<file path="src/rtl/i2c_reg_port_pkg.sv">
package i2c_reg_port_pkg;

  typedef enum logic [2:0] {
    ST_IDLE,
    ST_RECV,
    ST_ACKWAIT,
    ST_ACK,
    ST_SEND,
    ST_MACK,
    ST_IGNORE
  } ctrlState_e;

  typedef enum logic [1:0] {
    PH_ADDR,
    PH_SUB,
    PH_DATA
  } phase_e;

  // strobes from control to datapath
  typedef struct packed {
    logic shiftRx;
    logic latchSub;
    logic wrData;
    logic loadTx;
    logic shiftTx;
  } dpCmd_t;

  // synchronized bus view from datapath to control
  typedef struct packed {
    logic sclS;
    logic sdaS;
    logic sclRise;
    logic sclFall;
    logic startDet;
    logic stopDet;
  } busEvt_t;

endpackage

</file>
<file path="src/rtl/i2c_reg_port_dp.sv">
module i2c_reg_port_dp
  import i2c_reg_port_pkg::*;
#(
  parameter int ADDR_W      = 4,
  parameter int FIFO_REG    = 0,
  parameter int SYNC_STAGES = 2
) (
  input  logic              clk,
  input  logic              rstN,
  input  logic              sclIn,
  input  logic              sdaIn,
  input  dpCmd_t            cmd,
  output busEvt_t           evt,
  output logic [7:0]        rxByte,
  output logic              txMsb,
  output logic              isFifo,
  output logic [ADDR_W-1:0] regAddr,
  output logic [7:0]        regWdata,
  output logic              regWe,
  input  logic [7:0]        regRdata
);

  localparam logic [ADDR_W-1:0] FIFO_IDX = ADDR_W'(FIFO_REG);

  logic [SYNC_STAGES-1:0] sclPipe, sdaPipe;
  logic                   sclD, sdaD;
  logic [7:0]             rxShift, txShift;
  logic                   incAddr;

  // synchronizer chains, idle-high reset
  always_ff @(posedge clk or negedge rstN) begin
    if (!rstN) begin
      sclPipe <= '1;
      sdaPipe <= '1;
      sclD    <= 1'b1;
      sdaD    <= 1'b1;
    end else begin
      sclPipe <= {sclPipe[SYNC_STAGES-2:0], sclIn};
      sdaPipe <= {sdaPipe[SYNC_STAGES-2:0], sdaIn};
      sclD    <= sclPipe[SYNC_STAGES-1];
      sdaD    <= sdaPipe[SYNC_STAGES-1];
    end
  end

  always_comb begin
    evt.sclS     = sclPipe[SYNC_STAGES-1];
    evt.sdaS     = sdaPipe[SYNC_STAGES-1];
    evt.sclRise  = evt.sclS & ~sclD;
    evt.sclFall  = ~evt.sclS & sclD;
    evt.startDet = evt.sclS & sclD & sdaD & ~evt.sdaS;
    evt.stopDet  = evt.sclS & sclD & ~sdaD & evt.sdaS;
  end

  assign rxByte  = {rxShift[6:0], evt.sdaS};
  assign txMsb   = txShift[7];
  assign isFifo  = (regAddr == FIFO_IDX);
  assign incAddr = regWe | cmd.loadTx;

  always_ff @(posedge clk or negedge rstN) begin
    if (!rstN) begin
      rxShift  <= '0;
      txShift  <= '1;
      regAddr  <= '0;
      regWdata <= '0;
      regWe    <= 1'b0;
    end else begin
      if (cmd.shiftRx) rxShift <= rxByte;
      if (cmd.latchSub)            regAddr <= rxByte[ADDR_W-1:0];
      else if (incAddr && !isFifo) regAddr <= regAddr + 1'b1;
      regWe <= cmd.wrData;
      if (cmd.wrData) regWdata <= rxByte;
      if (cmd.loadTx)       txShift <= regRdata;
      else if (cmd.shiftTx) txShift <= {txShift[6:0], 1'b0};
    end
  end

endmodule

</file>
<file path="src/rtl/i2c_reg_port_ctrl.sv">
module i2c_reg_port_ctrl
  import i2c_reg_port_pkg::*;
#(
  parameter logic [6:0] SLAVE_ADDR = 7'h3C
) (
  input  logic       clk,
  input  logic       rstN,
  input  busEvt_t    evt,
  input  logic [7:0] rxByte,
  input  logic       txMsb,
  input  logic       isFifo,
  input  logic       fifoFull,
  output dpCmd_t     cmd,
  output logic       sdaOe,
  output logic       regRe
);

  ctrlState_e state;
  phase_e     phase;
  logic [3:0] bitCnt;
  logic       ackBit, rdMode, mackNack;
  logic       byteIn, addrHit, dataOk;

  always_comb begin
    byteIn  = (state == ST_RECV) && evt.sclRise && (bitCnt == 4'd7);
    addrHit = (rxByte[7:1] == SLAVE_ADDR);
    dataOk  = !(isFifo && fifoFull);

    cmd          = '0;
    cmd.shiftRx  = (state == ST_RECV) && evt.sclRise;
    cmd.latchSub = byteIn && (phase == PH_SUB);
    cmd.wrData   = byteIn && (phase == PH_DATA) && dataOk;
    cmd.loadTx   = ((state == ST_ACK) && evt.sclFall && (phase == PH_ADDR) && rdMode)
                || ((state == ST_MACK) && evt.sclFall && !mackNack);
    cmd.shiftTx  = (state == ST_SEND) && evt.sclFall && (bitCnt != 4'd8);

    regRe = cmd.loadTx;
    sdaOe = ((state == ST_ACK) && ackBit) || ((state == ST_SEND) && !txMsb);
  end

  always_ff @(posedge clk or negedge rstN) begin
    if (!rstN) begin
      state    <= ST_IDLE;
      phase    <= PH_ADDR;
      bitCnt   <= '0;
      ackBit   <= 1'b0;
      rdMode   <= 1'b0;
      mackNack <= 1'b1;
    end else if (evt.startDet) begin
      state  <= ST_RECV;
      phase  <= PH_ADDR;
      bitCnt <= '0;
      ackBit <= 1'b0;
    end else if (evt.stopDet) begin
      state <= ST_IDLE;
    end else begin
      unique case (state)
        ST_RECV: if (evt.sclRise) begin
          bitCnt <= bitCnt + 4'd1;
          if (bitCnt == 4'd7) begin
            bitCnt <= '0;
            unique case (phase)
              PH_ADDR: begin
                if (addrHit) begin
                  ackBit <= 1'b1;
                  rdMode <= rxByte[0];
                  state  <= ST_ACKWAIT;
                end else begin
                  state <= ST_IGNORE;
                end
              end
              PH_SUB: begin
                ackBit <= 1'b1;
                state  <= ST_ACKWAIT;
              end
              default: begin
                ackBit <= dataOk;
                state  <= ST_ACKWAIT;
              end
            endcase
          end
        end
        ST_ACKWAIT: if (evt.sclFall) state <= ST_ACK;
        ST_ACK: if (evt.sclFall) begin
          bitCnt <= '0;
          if (phase == PH_ADDR && rdMode) begin
            state <= ST_SEND;
          end else begin
            state <= ST_RECV;
            if (phase == PH_ADDR)     phase <= PH_SUB;
            else if (phase == PH_SUB) phase <= PH_DATA;
          end
        end
        ST_SEND: begin
          if (evt.sclRise) bitCnt <= bitCnt + 4'd1;
          if (evt.sclFall && bitCnt == 4'd8) state <= ST_MACK;
        end
        ST_MACK: begin
          if (evt.sclRise) mackNack <= evt.sdaS;
          if (evt.sclFall) begin
            bitCnt <= '0;
            state  <= mackNack ? ST_IGNORE : ST_SEND;
          end
        end
        default: ;
      endcase
    end
  end

endmodule

</file>
<file path="src/rtl/i2c_reg_port.sv">
module i2c_reg_port
  import i2c_reg_port_pkg::*;
#(
  parameter logic [6:0] SLAVE_ADDR  = 7'h3C,
  parameter int         ADDR_W      = 4,
  parameter int         FIFO_REG    = 0,
  parameter int         SYNC_STAGES = 2
) (
  input  logic              clk,
  input  logic              rstN,
  input  logic              sclIn,
  input  logic              sdaIn,
  output logic              sdaOe,
  output logic [ADDR_W-1:0] regAddr,
  output logic [7:0]        regWdata,
  output logic              regWe,
  output logic              regRe,
  input  logic [7:0]        regRdata,
  input  logic              fifoFull
);

  dpCmd_t     cmd;
  busEvt_t    evt;
  logic [7:0] rxByte;
  logic       txMsb, isFifo;

  i2c_reg_port_dp #(
    .ADDR_W(ADDR_W), .FIFO_REG(FIFO_REG), .SYNC_STAGES(SYNC_STAGES)
  ) u_dp (
    .clk(clk), .rstN(rstN), .sclIn(sclIn), .sdaIn(sdaIn), .cmd(cmd), .evt(evt),
    .rxByte(rxByte), .txMsb(txMsb), .isFifo(isFifo), .regAddr(regAddr),
    .regWdata(regWdata), .regWe(regWe), .regRdata(regRdata)
  );

  i2c_reg_port_ctrl #(.SLAVE_ADDR(SLAVE_ADDR)) u_ctrl (
    .clk(clk), .rstN(rstN), .evt(evt), .rxByte(rxByte), .txMsb(txMsb),
    .isFifo(isFifo), .fifoFull(fifoFull), .cmd(cmd), .sdaOe(sdaOe), .regRe(regRe)
  );

endmodule

</file>
<file path="config.mk">
export PLATFORM = sky130hd
export DESIGN_NAME = i2c_reg_port
export DESIGN_NICKNAME = d
export VERILOG_FILES = /design/src/rtl/i2c_reg_port_pkg.sv /design/src/rtl/i2c_reg_port_dp.sv /design/src/rtl/i2c_reg_port_ctrl.sv /design/src/rtl/i2c_reg_port.sv
export SDC_FILE = /design/constraint.sdc
export NUM_CORES = 1
export LEC_CHECK = 0
export ABC_AREA = 0
export ABC_CLOCK_PERIOD_IN_PS = 2900
export CAP_MARGIN = 25
export CORE_MARGIN = 5
export CORE_UTILIZATION = 45
export DETAILED_ROUTE_END_ITERATION = 8
export GPL_TIMING_DRIVEN = 0
export PLACE_DENSITY_LB_ADDON = 0.08
export SYNTH_ARGS = -nofsm -noshare
export SYNTH_HDL_FRONTEND = slang
export SYNTH_SLANG_ARGS = --single-unit
</file>
<file path="constraint.sdc">
create_clock -name clk -period 2.9 [get_ports clk]
set_input_delay 0.29 -clock clk [delete_from_list [all_inputs] [get_ports clk]]
set_output_delay 0.29 -clock clk [all_outputs]
set_load 0.02 [all_outputs]
</file>
**After elaboration in Yosys (flattened, before gate mapping)**

Index checks and enable logic that the tools add are counted.

- Output and inout bits: 15
- Input port bits: 13
- Flip-flop bits (word level): 46
- Word-level logic and storage cells: 135

- Add/sub/neg operators: 2
- Equal/unequal tests: 23
- Reduce and logical (&&, ||, !) cells: 43
- Bitwise logic cells: 14
- Multiplexer cells: 38

Operators by type and width:

| kind | count |
|---|---|
| $mux W3 | 11 |
| $mux W4 | 8 |
| $logic_and A1 B1 Y1 | 18 |
| $mux W2 | 8 |
| $mux W8 | 2 |
| $ne A4 B3 Y1 const B | 4 |
| $pmux W3 S5 | 1 |
| $reduce_and A5 Y1 | 3 |
| $reduce_and A7 Y1 | 2 |
| $reduce_bool A2 Y1 | 7 |
| $ne A4 B4 Y1 const B | 3 |
| $pmux W4 S3 | 1 |
| $ne A3 B2 Y1 const B | 3 |
| $add A4 B1 Y4 const B | 2 |
| $and A1 B1 Y1 | 7 |
| $eq A7 B6 Y1 const B | 1 |
| $reduce_bool A7 Y1 | 1 |
| $eq A3 B2 Y1 const B | 2 |
| $eq A3 B3 Y1 const B | 2 |
| $mux W1 | 6 |
| $not A1 Y1 | 6 |
| $eq A4 B3 Y1 const B | 1 |
| $eq A4 B4 Y1 const B | 1 |
| $logic_not A1 Y1 | 4 |
| 15 further kinds | 16 |

**Logic depth before layout (Yosys ltp)**

- Word-level depth: 10
- Mapped depth: 7
- Gate-level depth less buffers: 6

**Modules after synthesis**

From an unflattened synthesis, not the netlist that was laid out.

- Cells, all modules: 215
- Area, all modules: 2366.0 µm²

By module, submodules not included:

| module | area each (µm²) | instances | cells an instance |
|---|---|---|---|
| i2c_reg_port_dp | 1438.9 | 1 | 109 |
| i2c_reg_port_ctrl | 927.1 | 1 | 106 |

**Least setup slack after synthesis**

Ideal clock, no wire load.

- Path kind: register to register
- Start: reg u_dp.sdaPipe[1]
- End: reg u_ctrl.bitCnt[0]
- Clock period less this slack: 1.977 ns
- Required time: 2.773 ns
- Setup slack: 0.923 ns
- Arrival: 1.849 ns
- Stages on the path, launching flop included: 7
- Library setup time: 0.127 ns
- Path through: dfstp_2 -> buf_2 -> and4b_1 -> buf_2 -> a2111oi_4 -> or2_4 -> mux2_1

- Word-level cells in the longest chain between the ends: 4
- Elaborated cells between the ends (all ways): 10

Ends and longest elaborated chain:

| element | line | text |
|---|---|---|
| start, declared | i2c_reg_port_dp.sv:25 | `logic [SYNC_STAGES-1:0] sclPipe, sdaPipe;` |
| start signal, assigned | i2c_reg_port_dp.sv:39 | `sdaPipe <= {sdaPipe[SYNC_STAGES-2:0], sdaIn};` |
| $not A1 Y1 | i2c_reg_port_dp.sv:50 | `evt.startDet = evt.sclS & sclD & sdaD & ~evt.sdaS;` |
| $and A1 B1 Y1 | i2c_reg_port_dp.sv:50 |  |
| $ne A3 B2 Y1 (no line) (tied with other cells) | n/a |  |
| $reduce_and A5 Y1 (no line) | n/a |  |
| end signal, assigned | i2c_reg_port_ctrl.sv:59 | `bitCnt <= bitCnt + 4'd1;` |
| end signal, assigned | i2c_reg_port_ctrl.sv:95 | `if (evt.sclRise) bitCnt <= bitCnt + 4'd1;` |
| end, declared | i2c_reg_port_ctrl.sv:20 | `logic [3:0] bitCnt;` |

Parallel ways exist; a longest one is shown, timed or not.
A chain may end at the register's enable or synchronous reset.

**Final worst setup path**

- Start: reg u_ctrl.phase[1]
- End: out regRe

- Word-level cells in the longest chain between the ends: 4

Ends and longest elaborated chain:

| element | line | text |
|---|---|---|
| start, declared | i2c_reg_port_ctrl.sv:19 | `phase_e phase;` |
| start signal, assigned | i2c_reg_port_ctrl.sv:44 | `phase <= PH_ADDR;` |
| start signal, assigned | i2c_reg_port_ctrl.sv:51 | `phase <= PH_ADDR;` |
| start signal, assigned | i2c_reg_port_ctrl.sv:90 | `if (phase == PH_ADDR) phase <= PH_SUB;` |
| $logic_not A2 Y1 | i2c_reg_port_ctrl.sv:33 | `cmd.loadTx = ((state == ST_ACK) && evt.sclFall && (phase == PH_ADDR) && rdMode)` |
| $logic_and A1 B1 Y1 (2 in a row) | i2c_reg_port_ctrl.sv:33 |  |
| $logic_or A1 B1 Y1 | i2c_reg_port_ctrl.sv:34 | `\|\| ((state == ST_MACK) && evt.sclFall && !mackNack);` |
| end, declared | i2c_reg_port.sv:17 | `output logic regRe,` |

Every way passes these cells.

==> results.md <==
- Placer Congestion: between 0.8 and 0.9
- Slew margin rel.: 57.3%
- Final Util: 56.1%
- Sw Share: 36.3%
- Sequential fraction of the synthesis area: about 48%
- Core Area: roughly 0.0052 sq mm
- Num rows: 26
- Worst r2r src: u_dp.sdaPipe[1]
- Pins Over Slew Limit: 0
- Syn Std Cell Area: 0.00245 sq mm
- Worst hold start: u_dp.sclPipe[0]
- Pre-CTS setup slack: just over 0.5 ns
- Die extent in x: roughly 84 microns
- Worst hold path cell count: 0
- Clock latency on the worst-skew pair: 0.30 ns
- Total clock sinks: 46
- WL/cell: around 15 microns
- GRT Residual Overflow: 0
- Crit end category: output port
- Reg power frac: 44.3%
- Main synth FF type: dfrtp_1
- Power per cell area: about 760 mW/mm^2
- Initial antenna violation count: 0
- EDFF count, synth: 0
- Int Pwr: about 0.0014 W
- Comb power frac: 37.8%
- Final min period: 2.72 ns
- Via density: around 5.4
- Hold Crit Class: flop to flop
- Gr usage total: approximately 15%
- Commonest cells after routing, fill and taps aside: dfrtp_1, clkdlybuf4s50_1, dfstp_2
- Fin Setup TNS: 0 ns
- Initial DRC count: between 100 and 150
- Post-route ant nets: 0
- Psw: about 0.0008 W
- Critical path class: flop to output port
- FMAX: ~370 MHz
- Yosys warns: 0
- Commonest non-fill, non-tap cell in the layout: dfrtp_1
- Largest net degree at the start of global routing: 34
- Post-synthesis register bit count: 46
- Maxcap violations: 0
- Max VDD drop: around 360 uV
- First-pass GRT wire length: 8780 microns
- Maximum clock path buffer count: 2
- Final hold vios: 0
- Outcome: complete, no violations
- Async set or reset register ratio after synthesis: between 90% and 100%
- Input/output buffers: 27
- Vias in the first global route: between 1.5k and 2k
- I/O pins: 28
- Nets: between 200 and 300
- Data arrival, critical path: 2.43 ns
- Worst Max-Slew Pin Slew: 0.640 ns
- CTS Root Cell: clkbuf_8
- Vias: 1,768
- H-Tree Depth: 2
- Area growth syn-to-layout: 19.1%
- Leak Pwr: ~1.3 nW
- Reg2Reg Depth: 6
- Critical Path RT: about 2.6 ns
- Cells after Synth: roughly 220
- CTS tree: done
- Number of diodes: 0
- RSZ-0062 raised after global routing: false
- Max FO, Critical Path: 10
- Clock power frac: between 10% and 20%
- WL final: between 4000 and 5000 microns
- Clock-pin transition on the worst setup and hold timing paths: roughly 0.080 ns
- Fin Clk Skew: about 0.0084 ns
- Die Height: ~84 microns
- FF-to-FF setup slack: between 0.7 and 0.8 ns
- Die area: around 0.007 sq mm
- DRC Markers: 0
- Post-Synthesis Net Count: between 200 and 250
- Syn Area/Cell: approximately 11 sq um
- Hold EP: u_dp.sclPipe[1]
- Total CTS buffers: 5
- Total iterations of the first detailed-routing run: 4
- Startpoint type of the worst setup path: flop
- Initial Util: between 40% and 50%
- Final period util: approximately 94%
- Reg2reg end: u_ctrl.bitCnt[0]
- Post-CTS setup repair buffer count: 0
- Fraction of layout instances using a drive strength above 1: 21.9%
- Synth unique cells: 57
- # setup viols final: 0
- Setup ws final: between 0.15 and 0.2 ns
- Post-DP HPWL: between 3000 and 4000 microns
[cell type report]
type / count / area, sq um
Buffer: 13 / 100
Multi-Input combinational cell: 150 / 1140
Tap cell: 70 / 87.6
Timing Repair Buffer: 29 / 295
Clock buffer: 6 / 72.6
Inverter: 10 / 37.5
Clock inverter: 2 / 13.8
Fill cell: 478 / 2280
Sequential cell: 46 / 1170
[registers in the layout (all words and copies together), names as in the netlist]
signal,count
u_dp.regWe,1
u_dp.sdaD,1
u_dp.regAddr,4
u_ctrl.ackBit,1
u_dp.sdaPipe,2
u_ctrl.mackNack,1
u_dp.regWdata,8
u_dp.sclPipe,2
u_dp.sclD,1
u_ctrl.state,3
u_dp.rxShift,7
u_ctrl.bitCnt,4
u_ctrl.rdMode,1
u_dp.txShift,8
u_ctrl.phase,2
[through the flow]
step / instance area (sq um) / hold WS (ns) / power [W] / instances
6_report: 2920 / 0.358 / 0.00221 / 326
5_1_grt: 2920 / 0.363 / 0.00238 / 326
4_1_cts: 2920 / 0.360 / 0.00222 / 326
3_5_place_dp: 2820 / 0.227 / 0.00182 / 317
3_3_place_gp: 2810 / 0.346 / 0.00180 / 316
2_1_floorplan: 2450 / -0.00559 / 0.00161 / 219
[worst max-delay path, stage by stage, from the launching register on]
cell,delay [ns]
dfrtp_1,0.37
buf_2,0.18
nand4bb_1,0.24
o21ai_1,0.29
and2_1,0.20
buf_2,0.22
clkdlybuf4s50_1,0.64
[power groups by stage]
stage / clock network, W / logic, W / registers [W]
3_5_place_dp: 0 / 0.000830 / 0.000989
4_1_cts: 0.000408 / 0.000832 / 0.000977
2_1_floorplan: 0 / 0.000655 / 0.000953
6_report: 0.000396 / 0.000834 / 0.000978
3_3_place_gp: 0 / 0.000819 / 0.000986
5_1_grt: 0.000435 / 0.000938 / 0.00101
[synthesized netlist by cell type (7+ instances only)]
cell     number  share of area, %
inv_1        10               1.5
nand2_1       9               1.4
a21o_1        8               2.5
a22o_1        7               2.5
mux2_2        9               4.1
mux2_1        9               4.1
dfstp_2      15                16
nor2_1       11               1.7
nand3_1       7               1.4
dfrtp_1      31                32
a21oi_1       7               1.4
o21ai_0       8               1.6
[per-layer routing]
metal / track usage (%) / share of wire, %
met1: 22.0 / 49
met2: 22.9 / 46
met3: 3.55 / 4.1
met4: 3.95 / 1.1
met5: 0 / 0
[worst max path at each step]
stage	cells after the start	slack, ns	start	to
after floorplan	6	0.92	u_dp.sdaPipe[1]	u_ctrl.bitCnt[0]
after CTS	6	0.16	u_ctrl.phase[1]	regRe
final	6	0.18	u_ctrl.phase[1]	regRe
after detailed placement	6	0.50	u_ctrl.phase[1]	regRe
after global placement	1	0.23	rstN	u_dp.regWdata[0]
after global routing	6	0.05	u_ctrl.phase[1]	regRe
[cell families after synthesis]
family / synth area share, %
buffers and inverters: 5.61
AO/OA/AOI/OAI: 15.6
AND/OR/NAND/NOR: 19.1
XOR/XNOR: 0.715
flip-flops: 47.7
adder cells (fa/ha/maj): 2.50
multiplexers: 8.68
[repair_timing]
item / CTS / global route
endpoints found under the hold margin: 11 / 0
hold buffers: 1 / 0
gates resized for setup: 0 / 0
(Power assumes the default switching activity.)
